===== config.mk =====
export PLATFORM = sky130hd
export DESIGN_NAME = exc_entry_ctrl
export DESIGN_NICKNAME = d
export VERILOG_FILES = /design/src/rtl/exc_pkg.sv /design/src/rtl/exc_prio_arb.sv /design/src/rtl/exc_vec_map.sv /design/src/rtl/exc_status_gen.sv /design/src/rtl/exc_entry_ctrl.sv
export SDC_FILE = /design/constraint.sdc
export NUM_CORES = 1
export LEC_CHECK = 0
export BUFFER_PORTS_ARGS = -buffer_cell sky130_fd_sc_hd__buf_4
export CAP_MARGIN = 0
export CORE_AREA = 3 3 110 112
export CTS_BUF_LIST = sky130_fd_sc_hd__clkbuf_4
export DETAILED_ROUTE_END_ITERATION = 16
export DIE_AREA = 0 0 113 115
export GPL_TIMING_DRIVEN = 0
export MAX_ROUTING_LAYER = met4
export PLACE_DENSITY = 0.72
export SLEW_MARGIN = 30
export SYNTH_ARGS = -nofsm -noshare
export SYNTH_HDL_FRONTEND = slang
export SYNTH_SLANG_ARGS = --single-unit

===== constraint.sdc =====
create_clock -name clk -period 1.6 [get_ports clk]
set_input_delay 0 -clock clk [delete_from_list [all_inputs] [get_ports clk]]
set_output_delay 0 -clock clk [all_outputs]
set_load 0.005 [all_outputs]

===== src/rtl/exc_pkg.sv =====
package exc_pkg;

    localparam int NSRC   = 7;
    localparam int STAT_W = 32;
    localparam int MODE_W = 5;

    // Source index doubles as priority rank (0 = highest)
    typedef enum int {
        SRC_RST  = 0,
        SRC_DABT = 1,
        SRC_FIQ  = 2,
        SRC_IRQ  = 3,
        SRC_PABT = 4,
        SRC_UND  = 5,
        SRC_SWI  = 6
    } src_e;

    localparam logic [MODE_W-1:0] MODE_USR = 5'b10000;
    localparam logic [MODE_W-1:0] MODE_FIQ = 5'b10001;
    localparam logic [MODE_W-1:0] MODE_IRQ = 5'b10010;
    localparam logic [MODE_W-1:0] MODE_SVC = 5'b10011;
    localparam logic [MODE_W-1:0] MODE_ABT = 5'b10111;
    localparam logic [MODE_W-1:0] MODE_UND = 5'b11011;
    localparam logic [MODE_W-1:0] MODE_SYS = 5'b11111;

    typedef struct packed {
        logic              neg;
        logic              zero;
        logic              carry;
        logic              ovf;
        logic [19:0]       resv;
        logic              irq_off;
        logic              fiq_off;
        logic              thumb;
        logic [MODE_W-1:0] mode;
    } status_t;

    function automatic logic [7:0] vec_offset(int idx);
        case (idx)
            SRC_RST:  return 8'h00;
            SRC_UND:  return 8'h04;
            SRC_SWI:  return 8'h08;
            SRC_PABT: return 8'h0C;
            SRC_DABT: return 8'h10;
            SRC_IRQ:  return 8'h18;
            SRC_FIQ:  return 8'h1C;
            default:  return 8'h00;
        endcase
    endfunction

    function automatic logic [MODE_W-1:0] target_mode(int idx);
        case (idx)
            SRC_RST, SRC_SWI:   return MODE_SVC;
            SRC_DABT, SRC_PABT: return MODE_ABT;
            SRC_UND:            return MODE_UND;
            SRC_IRQ:            return MODE_IRQ;
            SRC_FIQ:            return MODE_FIQ;
            default:            return MODE_SVC;
        endcase
    endfunction

    function automatic logic masks_fiq(int idx);
        return (idx == SRC_RST) || (idx == SRC_FIQ);
    endfunction

    function automatic logic has_saved(logic [MODE_W-1:0] m);
        return (m != MODE_USR) && (m != MODE_SYS);
    endfunction

endpackage


===== src/rtl/exc_prio_arb.sv =====
module exc_prio_arb
    import exc_pkg::*;
#(
    parameter int N = NSRC
) (
    input  logic [N-1:0] req,
    input  logic         irq_off,
    input  logic         fiq_off,
    output logic [N-1:0] grant,
    output logic         any
);
    localparam logic [N-1:0] ONE = {{(N-1){1'b0}}, 1'b1};

    logic [N-1:0] live;

    // Per-source gating: maskable interrupts drop out when disabled
    for (genvar i = 0; i < N; i++) begin : g_gate
        if (i == int'(SRC_IRQ)) begin : g_irq
            assign live[i] = req[i] & ~irq_off;
        end else if (i == int'(SRC_FIQ)) begin : g_fiq
            assign live[i] = req[i] & ~fiq_off;
        end else begin : g_plain
            assign live[i] = req[i];
        end
    end

    // Isolate lowest set index (= highest priority)
    assign grant = live & (~live + ONE);
    assign any   = |live;
endmodule


===== src/rtl/exc_vec_map.sv =====
module exc_vec_map
    import exc_pkg::*;
#(
    parameter int N    = NSRC,
    parameter int XLEN = 32
) (
    input  logic [N-1:0]      grant,
    output logic [XLEN-1:0]   vec,
    output logic [MODE_W-1:0] mode,
    output logic              fmask
);
    logic [N-1:0][XLEN-1:0]   vec_t;
    logic [N-1:0][MODE_W-1:0] mode_t;

    for (genvar i = 0; i < N; i++) begin : g_row
        assign vec_t[i]  = grant[i] ? XLEN'(vec_offset(i)) : '0;
        assign mode_t[i] = grant[i] ? target_mode(i) : '0;
    end

    always_comb begin
        vec   = '0;
        mode  = '0;
        fmask = 1'b0;
        for (int i = 0; i < N; i++) begin
            vec   = vec | vec_t[i];
            mode  = mode | mode_t[i];
            fmask = fmask | (grant[i] & masks_fiq(i));
        end
    end
endmodule


===== src/rtl/exc_status_gen.sv =====
module exc_status_gen
    import exc_pkg::*;
(
    input  status_t           cur,
    input  logic [MODE_W-1:0] mode,
    input  logic              fmask,
    output status_t           nxt
);
    always_comb begin
        nxt         = cur;
        nxt.mode    = mode;
        nxt.irq_off = 1'b1;
        nxt.thumb   = 1'b0;
        if (fmask) nxt.fiq_off = 1'b1;
    end
endmodule


===== src/rtl/exc_entry_ctrl.sv =====
module exc_entry_ctrl
    import exc_pkg::*;
#(
    parameter int XLEN = 32
) (
    input  logic              clk,
    input  logic              rst,
    input  logic              req_reset,
    input  logic              req_dabt,
    input  logic              req_fiq,
    input  logic              req_irq,
    input  logic              req_pabt,
    input  logic              req_und,
    input  logic              req_swi,
    input  logic              ret_req,
    input  logic [STAT_W-1:0] cur_status,
    input  logic [STAT_W-1:0] spsr_cur,
    input  logic [XLEN-1:0]   next_pc,
    input  logic [XLEN-1:0]   ret_pc,
    output logic              take,
    output logic [NSRC-1:0]   cause,
    output logic              pc_we,
    output logic [XLEN-1:0]   pc_out,
    output logic              lr_we,
    output logic [MODE_W-1:0] lr_mode,
    output logic [XLEN-1:0]   lr_data,
    output logic              spsr_we,
    output logic [MODE_W-1:0] spsr_mode,
    output logic [STAT_W-1:0] spsr_data,
    output logic              status_we,
    output logic [STAT_W-1:0] status_out
);
    status_t           cur_s;
    status_t           nxt_s;
    logic [NSRC-1:0]   req_v;
    logic [NSRC-1:0]   grant;
    logic              any;
    logic [XLEN-1:0]   vec;
    logic [MODE_W-1:0] mode;
    logic              fmask;
    logic              ret_ok;

    assign cur_s = status_t'(cur_status);

    always_comb begin
        req_v           = '0;
        req_v[SRC_RST]  = req_reset;
        req_v[SRC_DABT] = req_dabt;
        req_v[SRC_FIQ]  = req_fiq;
        req_v[SRC_IRQ]  = req_irq;
        req_v[SRC_PABT] = req_pabt;
        req_v[SRC_UND]  = req_und;
        req_v[SRC_SWI]  = req_swi;
    end

    exc_prio_arb #(.N(NSRC)) u_arb (
        .req     (req_v),
        .irq_off (cur_s.irq_off),
        .fiq_off (cur_s.fiq_off),
        .grant   (grant),
        .any     (any)
    );

    exc_vec_map #(.N(NSRC), .XLEN(XLEN)) u_map (
        .grant (grant),
        .vec   (vec),
        .mode  (mode),
        .fmask (fmask)
    );

    exc_status_gen u_stat (
        .cur   (cur_s),
        .mode  (mode),
        .fmask (fmask),
        .nxt   (nxt_s)
    );

    // Return only from a mode that owns a saved status; entry wins
    assign ret_ok = ret_req & has_saved(cur_s.mode) & ~any;

    always_ff @(posedge clk) begin
        if (rst) begin
            take       <= 1'b0;
            cause      <= '0;
            pc_we      <= 1'b0;
            pc_out     <= '0;
            lr_we      <= 1'b0;
            lr_mode    <= '0;
            lr_data    <= '0;
            spsr_we    <= 1'b0;
            spsr_mode  <= '0;
            spsr_data  <= '0;
            status_we  <= 1'b0;
            status_out <= '0;
        end else begin
            take      <= any;
            cause     <= grant;
            pc_we     <= any | ret_ok;
            lr_we     <= any;
            spsr_we   <= any;
            status_we <= any | ret_ok;
            lr_mode   <= any ? mode : '0;
            spsr_mode <= any ? mode : '0;
            lr_data   <= any ? next_pc : '0;
            spsr_data <= any ? cur_status : '0;
            if (any) begin
                pc_out     <= vec;
                status_out <= STAT_W'(nxt_s);
            end else if (ret_ok) begin
                pc_out     <= ret_pc;
                status_out <= spsr_cur;
            end else begin
                pc_out     <= '0;
                status_out <= '0;
            end
        end
    end
endmodule


# Word level (Yosys, flattened, before mapping)

Index checks and enable logic that the tools add are counted.

Register bits after elaboration: 142
Bits of input ports: 138
Output and inout bits: 150
Logic and storage cells: 57

$add $sub $neg: 1
Equality and inequality tests: 2
Mux-type cells: 18
Bitwise operators: 23
Reductions and logical operators: 4

Operator list:

| kind                                         | count |
|---|---|
| OR 32 bit                                    | 5 |
| 2-to-1 mux 32 bit                            | 4 |
| 2-to-1 mux 5 bit                             | 10 |
| OR 5 bit                                     | 6 |
| != test 5 bit (second input constant)        | 2 |
| OR reduction 9 bit                           | 1 |
| 2-to-1 mux 4 bit                             | 2 |
| adder 7 x 1 -> 7 bit (second input constant) | 1 |
| bitwise AND 7 bit                            | 1 |
| NOT 7 bit                                    | 1 |
| OR reduction 7 bit                           | 1 |
| bitwise AND 1 bit                            | 4 |
| NOT 1 bit                                    | 4 |
| 2-to-1 mux 3 bit                             | 1 |
| OR 1 bit                                     | 2 |
| OR reduction 2 bit                           | 1 |
| logical AND 1 bit                            | 1 |
| 2-to-1 mux 1 bit                             | 1 |

# Depth between registers and ports, before layout

Gate-level depths: netlist of run 1.

Depth after elaboration: 13
Gate-level depth with buffers: 5

# Modules after synthesis

From an unflattened synthesis of run 1, not the netlist that was laid out.

Cell total of the unflattened synthesis: 552
Area total of the unflattened synthesis: 5276.3 µm²

By module, submodules not included:

| module         | times used | cells each | area each (µm²) | sequential area each (µm²) |
|---|---|---|---|---|
| exc_entry_ctrl | 1          | 461        | 4655.7          | 2842.7 |
| exc_vec_map    | 1          | 42         | 291.5           | 0.0 |
| exc_status_gen | 1          | 34         | 246.5           | 0.0 |
| exc_prio_arb   | 1          | 15         | 82.6            | 0.0 |

# Least setup slack after synthesis of run 1

No wires, ideal clock.

Path kind: input to register
Start point: in cur_status[0]
End point: reg status_out[6]
Data arrival time: 1.213 ns
Data required time: 1.484 ns
Setup slack: 0.271 ns
Cell stages on the path: 5
Buffers on the path: 1
Cell sequence: or4_1 > a21boi_2 > nor4_4 > buf_6 > a22o_4

Word-level cells in the longest chain between the ends: 6
Elaborated cells on any way between the ends: 7
Those cells by class: eq/ne: 2; mux: 2; bitwise: 2; reduce/logical: 1

RTL lines:

| item                             | RTL line              | RTL |
|---|---|---|
| from (decl)                      | exc_entry_ctrl.sv:16  | `input logic [STAT_W-1:0] cur_status,` |
| != test 5 bit                    | exc_pkg.sv:67         | `return (m != MODE_USR) && (m != MODE_SYS);` |
| logical AND 1 bit *              | exc_pkg.sv:67         |  |
| bitwise AND 1 bit * (2 in a row) | exc_entry_ctrl.sv:79  | `assign ret_ok = ret_req & has_saved(cur_s.mode) & ~any;` |
| 2-to-1 mux 32 bit *              | exc_entry_ctrl.sv:109 | `end else if (ret_ok) begin` |
| 2-to-1 mux 32 bit *              | exc_entry_ctrl.sv:106 | `if (any) begin` |
| to (signal assigned)             | exc_entry_ctrl.sv:108 | `status_out <= STAT_W'(nxt_s);` |
| to (signal assigned)             | exc_entry_ctrl.sv:111 | `status_out <= spsr_cur;` |
| to (decl)                        | exc_entry_ctrl.sv:31  | `output logic [STAT_W-1:0] status_out` |

Mark *: on every way between the ends. The rest lies on a longest branch, timed or not.
A chain may end at the register's enable or synchronous reset.

==> results list, run 1 <==
* Run status: finished, final reports clean
* Fraction of power spent switching nets: 22.3%
* Mapped Nets: 471
- Post-synthesis average cell area: 12.4 µm²
- The detailed router finished its first iteration with 114 violations.
- Pin count of the biggest net entering global routing: 17
* Overall overflow remaining after global route: 0
- Number of pins with negative max-slew slack in the final report: 0
* Max VDD drop: 0.000591 V
* Half-perimeter wire length of the detailed placement result: roughly 9.5 mm
- Number of antenna violations at the first check in global routing: 0
* Start point of the critical path: rst
- Number of standard cells after synthesis: approximately 330
- Arr. time, crit path: 2.02 ns
* Kind of capture point of the worst setup path: flip-flop
- Worst slew margin: 44.7%
* Endpoints failing hold: 0
- The worst setup path is launched from a primary input.
* Number of warnings reported in the yosys synthesis log: 0
* CTS H-tree depth: 4
- By instance count, the cell type seen most on the critical path is sky130_fd_sc_hd__dlygate4sd3_1.
- Die width: 113 µm
- Sequential Power Share: between 50% and 60%
- Total power divided by cell area: 873 mW/mm²
- Buf/Inv on CP: 4
* Io pins: 288
- Cell family with most CP delay: buffers and inverters
- Sinks on the clock net: 142
- CP Cell Sequence: dlygate4sd3_1 -> buf_4 -> clkbuf_2 -> nor4b_1 -> dlygate4sd3_1 -> a21o_1
* Cell types with the largest area share after synthesis: sky130_fd_sc_hd__dfxtp_1, sky130_fd_sc_hd__and2_1, sky130_fd_sc_hd__a21o_1, sky130_fd_sc_hd__buf_6, sky130_fd_sc_hd__buf_4
* Post-synthesis cell type with the largest combined area: sky130_fd_sc_hd__dfxtp_1
- After filler insertion, the fill cell instance count of the layout stands at 690.
- Category of the critical setup timing path: primary input to flip-flop
* Most used standard cells in the synthesized netlist: sky130_fd_sc_hd__dfxtp_1, sky130_fd_sc_hd__and2_1, sky130_fd_sc_hd__a21o_1
- From bottom edge to top edge, the die measures 115 µm.
- The synthesized netlist contains 31 unique library cells.
- Register bit total from synthesis: 142
* Part of the power in combinational logic: roughly 15%
* Power share of the clock group: 33.5%
- Final #Nets: 930
* Area overhead of the layout relative to synthesis: 101%
- Along the worst path, the maximum fanout reaches 10.
* Share of async-settable or async-resettable flops after synthesis: 0%
- Port-buffer cells: approximately 290
* Final period demand of the worst path: 1.53 ns
* Measured slew at the worst slew-check pin: about 0.82 ns
- GPL Wtd Cong: 0.861
* Max Clock Freq: 653 MHz
* First-pass DRT Iterations: 4
- Bufs on Longest Clock Path: 2
* TritonCTS clock tree: built
- Post-synth EDFFs: 0
- Leakage: 4.17 nW
* Worst hold path type: primary input to flip-flop
- The critical path crosses 6 cells after its start point.
* Clock-pin transition on the worst setup and hold timing paths: 0.12 ns
- After floorplanning, the core was divided into 39 placement rows.
- Cell with the most instances after synthesis: sky130_fd_sc_hd__dfxtp_1
- Library cell used as clock root buffer: sky130_fd_sc_hd__clkbuf_4
- The tool flagged a number of max-cap violations equal to 0.
* Vias in the first global route: 4567
- PnR Total Power: ~7.3 mW
- Area share of the leading cell type in the synthesized netlist: 68.8%
* Post-route ant nets: 0
* Average wire per standard cell: ~16 µm
* Final Routed Wirelength: 15.3 mm
- Part of the cycle the worst path needs: 95.8%
* Sequential cell area fraction in the yosys report: 68.8%
- Setup violations remaining at the end of the flow were counted as 0.
- The internal power of the cells totals 5.63 mW.
- Area inside the core boundary: 0.0113 mm²
- Following the worst setup path forward leads to its endpoint at status_out[3]$_SDFF_PP0_.
- Slowest stage delay, CP: 0.65 ns
- Vias after detailed routing: between 4000 and 5000
- For this design the total switching power over the nets is about 1.6 mW.
- Total instance count after detailed placement: between 700 and 800
- Once layout is complete, the cells apart from fillers number 949.
- The first global-routing pass estimated between 20 and 25 mm of wire.
- The die covers 0.0130 mm².
* Average via count per standard cell: 4.38
- Netlist Area Pre-Place: 0.00413 mm²
* Residual DRC: 0
* Slowest stage cell, crit path: sky130_fd_sc_hd__dlygate4sd3_1
- Once the floorplan was initialized, standard cells occupied 36.5% of the core.
* Total routing usage reported by global routing: 23.6%
- Data required time of the critical path: 2.08 ns
* Setup repair bufs after CTS: 0
- For this run, the leading register cell type out of synthesis is sky130_fd_sc_hd__dfxtp_1.
- Setup repair after global routing left no endpoint under its margin.
- The post-route netlist has a little over two fifths of its cells at a drive strength greater than 1.
* Num CTS Buffers: 17
-- cell type report --
class	instances	area, µm²	share of cell area (%)
Buffer	22	161	1.94
Timing Repair Buffer	440	3690	44.4
Sequential cell	142	2840	34.2
Antenna cell	1	2.50	0.0301
Clock buffer	17	128	1.54
Tap cell	143	179	2.15
Clock inverter	15	176	2.12
Multi-Input combinational cell	169	1130	13.6
-- metal layers --
metal	global-route usage (%)	wire [µm]	vias to the layer above
met4	11.2	506	0
met1	23.0	5590	1928
met5	-	0	-
met3	6.32	963	46
li1	-	-	1986
met2	43.4	8200	196
-- registers in the layout, summed over array words and instances, names as in the netlist --
register	count
lr_data	32
pc_out	32
spsr_data	32
status_out	32
cause	7
spsr_mode	5
spsr_we	1
status_we	1
-- power by group through the flow --
stage	Clock [mW]	Sequential (mW)	Combinational, mW
2_1_floorplan	0	3.83	0.177
3_3_place_gp	0	3.81	0.750
3_5_place_dp	0	3.81	0.764
4_1_cts	2.47	3.73	1.06
5_1_grt	2.62	3.75	1.16
6_report	2.43	3.74	1.09
-- layout by cell type, fill, tap and decap left out, drive strengths merged, types with 3 or more instances in the layout --
cell type | Yosys | final
nand2b | 3 | 3
and2 | 97 | 97
nand2 | 4 | 4
dfxtp | 142 | 142
nor2 | 8 | 8
buf | 16 | 303
clkbuf | 6 | 23
a21o | 31 | 31
nor3 | 3 | 3
dlygate4sd3 | 0 | 153
clkinv | 0 | 9
bufinv | 0 | 4
-- how the worst min path moves through the flow --
| stage | from | end | slack (ns) | cells past startpoint |
|---|---|---|---|---|
| 2_1_floorplan | req_pabt | spsr_mode[3]$_SDFF_PP0_ | 0.08 | 1 |
| 3_3_place_gp | spsr_cur[22] | status_out[22]$_SDFF_PP0_ | 0.19 | 2 |
| 3_5_place_dp | spsr_cur[26] | status_out[26]$_SDFF_PP0_ | 0.20 | 2 |
| 4_1_cts | req_swi | pc_out[2]$_SDFF_PP0_ | 0.02 | 4 |
| 5_1_grt | req_swi | pc_out[2]$_SDFF_PP0_ | 0.04 | 4 |
| 6_report | req_swi | pc_out[2]$_SDFF_PP0_ | 0.08 | 4 |
-- kinds of logic after synthesis --
| group | synth area share, % |
|---|---|
| AO/OA/AOI/OAI | 8.03 |
| buffers and inverters | 3.88 |
| AND/OR/NAND/NOR | 19.2 |
| flip-flops | 68.8 |
-- stage by stage --
| stage | area [µm²] | TNS, ns | util (%) | setup slack (ns) | hold slack, ns |
|---|---|---|---|---|---|
| detailed placement | 6470 | -15.24 | 57.2 | -0.283 | 0.197 |
| finish | 8310 | 0 | 73.4 | 0.0679 | 0.0832 |
| global route | 8310 | 0 | 73.4 | 0.0351 | 0.0400 |
| floorplan | 4130 | 0 | - | 0.271 | 0.0767 |
| CTS | 8310 | 0 | 73.4 | 0.116 | 0.0184 |
| global placement | 6460 | -33.43 | 57.1 | -0.481 | 0.193 |
-- timing repair --
action | CTS | global route
resized for setup | 0 | 2
endpoints found under the hold margin | 140 | 0
hold buffers | 153 | 0
setup endpoints to repair | 0 | 1
(Power assumes the default switching activity.)
==> run 2, diff against run 1 <==
Settings changed: CORE_AREA 3 3 110 112 to 2 2 112 114, DIE_AREA 0 0 113 115 to 0 0 114 116, PLACE_DENSITY 0.72 to 0.69.
==> results list, run 2 (same netlist as run 1, synthesis figures left out) <==
* Vias in the first global route: 4438
- The routed layout has roughly 4200 vias.
- Leading cell type in the layout, fill and taps excluded: sky130_fd_sc_hd__buf_4
- Dividing the detail-routed via count by the number of cells gives around 4.4.
* Commonest cells after routing, fill and taps aside: sky130_fd_sc_hd__buf_4, sky130_fd_sc_hd__dlygate4sd3_1, sky130_fd_sc_hd__dfxtp_1
- Fraction of power spent switching nets: 22.2%
* Data required time of the critical path: 2.03 ns
* Die width: 114 µm
* Final period demand of the worst path: 1.58 ns
- The initialized floorplan defines 40 standard-cell rows.
* Final standard cell area without fillers: 0.00832 mm²
* Worst path setup slack after routing: 0.0172 ns
- The flow ran to the end, and the final reports show no timing, DRC or antenna violations.
- Start point of the critical path: cur_status[0]
- Number of antenna violations at the first check in global routing: 0
- Global routing used 23.4% of the available tracks.
- The core region is 0.0119 mm².
- Average wire per standard cell: 15.9 µm
* Total of max-cap violations: 0
- Library cell used as clock root buffer: sky130_fd_sc_hd__clkbuf_4
- Total power for the finished layout comes to ~7 mW.
- For this run, the detailed router's first-pass iteration total came to 4.
- Setup repair bufs after CTS: 0
* Power share of the clock group: 32.7%
* HP Start: rst
* Clock-pin transition on the worst setup and hold timing paths: 0.10 ns
- First-pass GRT wire length: 22.5 mm
- Cells fill 69.8% of the core in the end.
- Setup violations remaining at the end of the flow were counted as 0.
- The count of nets left with antenna violations once routing finished came out at 0.
* Sinks on the clock net: approximately 140
* Io pins: 288
- Overall overflow remaining after global route: 0
- Category of the critical setup timing path: primary input to flip-flop
- For this design the static power due to leakage is 4.19 nW.
* Pin count of the biggest net entering global routing: 17
- Measured slew at the worst slew-check pin: roughly 0.76 ns
* CTS H-tree depth: 4
- Quantity of gates resized following cts: 0
- Number of pins with negative max-slew slack in the final report: 0
* Half-perimeter wire length of the detailed placement result: 9.39 mm
- Along the worst path, the maximum fanout reaches 8.
- Final Routed Wirelength: ~15 mm
- Worst hold path type: primary input to flip-flop
* Arr. time, crit path: 2.01 ns
- After the first detailed-routing iteration, the DRC count stood at 161.
- The die covers 0.0132 mm².
- The number of failing hold endpoints at the final stage is 0.
- STA classifies the critical path endpoint as a flip-flop.
- Residual DRC: 0
- Headroom to the max-slew limit came out at 48.7%.
- Placed instance area: 0.00647 mm²
- Setup repair after global routing left no endpoint under its margin.
* Internal portion of total power: around 5.6 mW
- The worst-case IR drop observed on VDD is 0.000476 V.
* GPL Wtd Cong: 0.814
- TritonCTS built the clock tree.
- Part of the power in combinational logic: 15.2%
- Buffers placed on the I/O ports in this run total approximately 290.
* Max Clock Freq: between 600 and 700 MHz
* Worst slack after detailed placement: -0.243 ns
- Num CTS Buffers: 17
* Switching power summed over all nets: approximately 1.6 mW
- From synthesis to final layout, the design area changed by 101%.
- Measured along the y axis, the die boundary spans 116 µm.
- The worst setup path is launched from a primary input.
- Bufs on Longest Clock Path: 2
* Worst hold path stage count: 4
- After layout, the worst path uses 98.9% of the clock period.
* Initial standard-cell utilization of the core: approximately a third
* Share of post-route cells with drive strength above 1: 42.4%
- After routing, the total negative slack on setup checks comes to 0 ns.
* Sequential Power Share: 52.1%
- Final #Nets: 933
* Total power divided by cell area: 862 mW/mm²
-- run 2: cell types whose count changed in the layout (fill, tap and decap cells not counted) --
cell | previous run | this run
sky130_fd_sc_hd__buf_2 | 2 | 3
sky130_fd_sc_hd__bufinv_16 | 4 | 3
sky130_fd_sc_hd__clkbuf_1 | 5 | 6
sky130_fd_sc_hd__clkbuf_2 | 1 | 0
sky130_fd_sc_hd__clkbuf_4 | 17 | 22
sky130_fd_sc_hd__clkinv_1 | 6 | 1
sky130_fd_sc_hd__clkinv_2 | 2 | 3
sky130_fd_sc_hd__clkinvlp_4 | 2 | 0
sky130_fd_sc_hd__dlygate4sd3_1 | 153 | 155
-- run 2: path summary, 6_finish.rpt --
kind                                        end
worst max-delay path   status_out[6]$_SDFF_PP0_
worst min-delay path  status_out[15]$_SDFF_PP0_
-- run 2: area by class of cell --
class	instances	area [µm²]
diodes	1	2.50
plain buffers	22	160
clock buffers	22	165
clock inverters	8	118
fillers	834	3590
multi-input cells	169	1130
flip-flops and latches	142	2840
well taps	147	184
repair buffers	443	3710
-- run 2: repair_timing --
action / CTS / global route
hold buffers: 155 / 0
hold endpoints to repair: 140 / 0
setup endpoints to repair: 0 / 1
-- run 2: power by group through the flow --
| stage | Sequential [mW] | Combinational, mW | Clock [mW] |
|---|---|---|---|
| 4_1_cts | 3.73 | 1.07 | 2.38 |
| 6_report | 3.73 | 1.09 | 2.34 |
| 3_3_place_gp | 3.81 | 0.753 | 0 |
| 2_1_floorplan | 3.83 | 0.177 | 0 |
| 3_5_place_dp | 3.81 | 0.764 | 0 |
| 5_1_grt | 3.75 | 1.16 | 2.58 |
-- run 2: layer usage --
metal	up-vias	track usage [%]	part of all wire, %
met5	-	-	0
met4	0	10.9	2.8
met3	38	5.86	6.2
met2	196	43.8	55
met1	1975	22.6	36
li1	1989	-	-
-- run 2: critical path: stages --
cell and delay [ns]:
sky130_fd_sc_hd__dlygate4sd3_1 0.53, sky130_fd_sc_hd__buf_4 0.14, sky130_fd_sc_hd__or4_1 0.54, sky130_fd_sc_hd__a21boi_2 0.24
sky130_fd_sc_hd__nor4_4 0.14, sky130_fd_sc_hd__buf_6 0.16, sky130_fd_sc_hd__a22o_4 0.24
-- run 2: stage by stage --
step	hold slack, ns	instances
finish	0.0559	954
global route	0.0215	953
CTS	0.00411	952
detailed placement	0.196	767
global placement	0.193	767
floorplan	0.0767	333
==> run 3, diff against run 2 <==
Settings changed: CORE_AREA 2 2 112 114 to unset, CORE_ASPECT_RATIO set to 0.6, CORE_UTILIZATION set to 35, DIE_AREA 0 0 114 116 to unset, HOLD_SLACK_MARGIN set to 0.03, PLACE_DENSITY 0.69 to 0.7, SLEW_MARGIN 30 to 5.
==> results list, run 3 (same netlist as run 1, synthesis figures left out) <==
- Global routing finished with a remaining overflow of 0.
- For this design the ratio of total power to cell area is 836 mW/mm².
* Vertical die dimension: ~86 µm
* Switching power summed over all nets: 1.84 mW
* Kind of capture point of the worst setup path: flip-flop
- Max VDD drop: 0.000543 V
- The tool flagged a number of max-cap violations equal to 0.
- Combined area of the multi-input logic cells: 0.00113 mm²
- STA classifies the critical path startpoint as a primary input.
* Part of the power in combinational logic: 15.7%
- In this run, flip-flops and latches consume a little over half of the power.
* Post-route ant nets: 0
* Area inside the core boundary: 0.0114 mm²
* Library cell used as clock root buffer: sky130_fd_sc_hd__clkbuf_4
- Of all nets on the critical path, the largest fanout is 10.
- The cell family contributing the most delay on the critical path is buffers and inverters.
- The floorplan has 30 rows.
- Clock-pin transition on the worst setup and hold timing paths: 0.14 ns
* Io pins: 288
* Final #Nets: 932
* Area overhead of the layout relative to synthesis: 101%
- Post-CTS timing repair inserted 0 buffers for setup.
- Run status: finished with violations
* Vias after detailed routing: about 4200
* Worst path setup slack after routing: -0.0160 ns
- Slowest stage cell, crit path: sky130_fd_sc_hd__dlygate4sd3_1
- Die width: 142 µm
- Vias in the first global route: 4391
- Share of post-route cells with drive strength above 1: 42.6%
* Category of the critical setup timing path: primary input to flip-flop
- For the pin with the worst max-slew slack, the measured transition is between 0.7 and 0.8 ns.
- After the first detailed-routing iteration, the DRC count stood at between 100 and 150.
- The final critical path takes up 101% of the cycle.
* Half-perimeter wire length of the detailed placement result: 8.87 mm
- Average via count per standard cell: approximately 4.3
- GPL Wtd Cong: just over 0.8
- STA puts the critical path data required time at between 2 and 2.5 ns.
- The worst hold path terminates at pc_out[2]$_SDFF_PP0_.
- Counting the buffers created by CTS gives 17.
- Along the worst hold path, the cell count comes to 4.
- After detailed routing, the number of remaining DRC violations is 0.
* Worst slew margin: 52.8%
* Port-buffer cells: 287
- The startpoint identified for the worst hold timing path is req_swi.
* Worst slack after detailed placement: -0.571 ns
- In this run the worst hold path is classified as primary input to flip-flop.
* CP Cell Sequence: dlygate4sd3_1 -> buf_4 -> or4_1 -> a21boi_2 -> nor4_4 -> buf_6 -> a22o_4
* Fraction of power spent switching nets: 26.5%
* Bufs on Longest Clock Path: 2
- TritonCTS built the clock tree.
* Initial standard-cell utilization of the core: 36.2%
- The internal power of the cells totals 5.10 mW.
* Buf/Inv on CP: 3
- Max Clock Freq: approximately 620 MHz
- Power share of the clock group: approximately 31%
* Pin count of the biggest net entering global routing: 17
- Number of pins with negative max-slew slack in the final report: 0
- Leakage: around 4.1 nW
- Counting the fill cells in the layout gives 784.
- Setup violations remaining at the end of the flow were counted as 2.
- Final period demand of the worst path: 1.62 ns
- Post-route core utilization: 72.7%
- The library cell used most frequently in the layout, excluding fill and tap cells, is sky130_fd_sc_hd__buf_4.
- On the worst path, the slowest cell contributes a delay of 0.54 ns.
- CTS H-tree depth: 4
- Final Routed Wirelength: between 10 and 15 mm
* Endpoints failing hold: 0
- The die covers about 0.012 mm².
* First-pass DRT Iterations: 4
* Arr. time, crit path: 2.03 ns
* Seq. cell area: around 0.0028 mm²
* Sinks on the clock net: 142
* Average wire per standard cell: 15.3 µm
- The initial antenna violation count was 1.
* Commonest cells after routing, fill and taps aside: sky130_fd_sc_hd__buf_4, sky130_fd_sc_hd__dlygate4sd3_1, sky130_fd_sc_hd__dfxtp_1
- Violations in the final reports: negative setup slack
- Global routing used between 20% and 30% of the available tracks across all layers.
- First-pass GRT wire length: about 22 mm
run 3: cell count changes in the layout (fill, tap and decap cells not counted):
cell | before | now
sky130_fd_sc_hd__clkinv_2 | 3 | 2
sky130_fd_sc_hd__clkinv_4 | 1 | 2
sky130_fd_sc_hd__inv_6 | 0 | 5
sky130_fd_sc_hd__inv_8 | 0 | 3
sky130_fd_sc_hd__buf_2 | 3 | 2
sky130_fd_sc_hd__clkinvlp_4 | 0 | 3
sky130_fd_sc_hd__clkinv_1 | 1 | 0
sky130_fd_sc_hd__clkbuf_4 | 22 | 17
sky130_fd_sc_hd__bufinv_16 | 3 | 0
run 3: worst min-delay path, stage by stage:
cell	delay [ns]
sky130_fd_sc_hd__buf_4	0.10
sky130_fd_sc_hd__or3_4	0.14
sky130_fd_sc_hd__nor4_4	0.09
sky130_fd_sc_hd__a22o_1	0.24
run 3: cell type report:
class,instances,share of cell area [%]
Antenna cell,1,0.0301
Buffer,22,1.93
Clock buffer,17,1.54
Clock inverter,15,1.54
Multi-Input combinational cell,169,13.7
Sequential cell,142,34.2
Tap cell,160,2.41
Timing Repair Buffer,442,44.6
run 3: per-layer routing:
layer	global-route usage [%]	vias to the layer above	part of all wire (%)	routed length [µm]
met5	-	-	0	0
met4	10.9	0	2.6	378
met3	8.38	37	6.5	958
met2	44.7	184	53	7780
met1	25.4	1961	38	5660
li1	-	1995	-	-
run 3: power groups by stage:
stage	Combinational (mW)	Sequential, mW	Clock [mW]
after global routing	1.16	3.75	2.36
final	1.09	3.74	2.12
after CTS	1.06	3.73	2.18
after floorplan	0.177	3.83	0
after detailed placement	0.759	3.81	0
after global placement	0.743	3.81	0
run 3: worst max-delay path by stage:
stage	to	cells after the start	slack [ns]	start
3_3_place_gp	spsr_data[4]$_SDFF_PP0_	6	-0.57	cur_status[6]
6_report	status_out[6]$_SDFF_PP0_	7	-0.02	cur_status[0]
5_1_grt	pc_out[4]$_SDFF_PP0_	7	-0.002	cur_status[7]
2_1_floorplan	status_out[6]$_SDFF_PP0_	5	0.27	cur_status[0]
3_5_place_dp	spsr_data[7]$_SDFF_PP0_	6	-0.57	cur_status[6]
4_1_cts	spsr_data[7]$_SDFF_PP0_	6	0.02	cur_status[6]
run 3: metrics by stage:
step	hold slack (ns)	power (mW)	instance area, µm²	instances	TNS, ns
3_3_place_gp	0.193	4.55	6480	780	-41.28
2_1_floorplan	0.0767	4.01	4130	333	0
4_1_cts	0.00646	6.97	8280	966	0
3_5_place_dp	0.197	4.57	6480	780	-42.18
5_1_grt	0.0436	7.27	8300	968	-0.00164
6_report	0.0899	6.94	8300	968	-0.0310
run 3: repair_timing:
item                                   CTS  global route
hold buffers                           154             1
endpoints found under the hold margin  141             4
setup endpoints to repair                0            69
gates resized for setup                  0             1
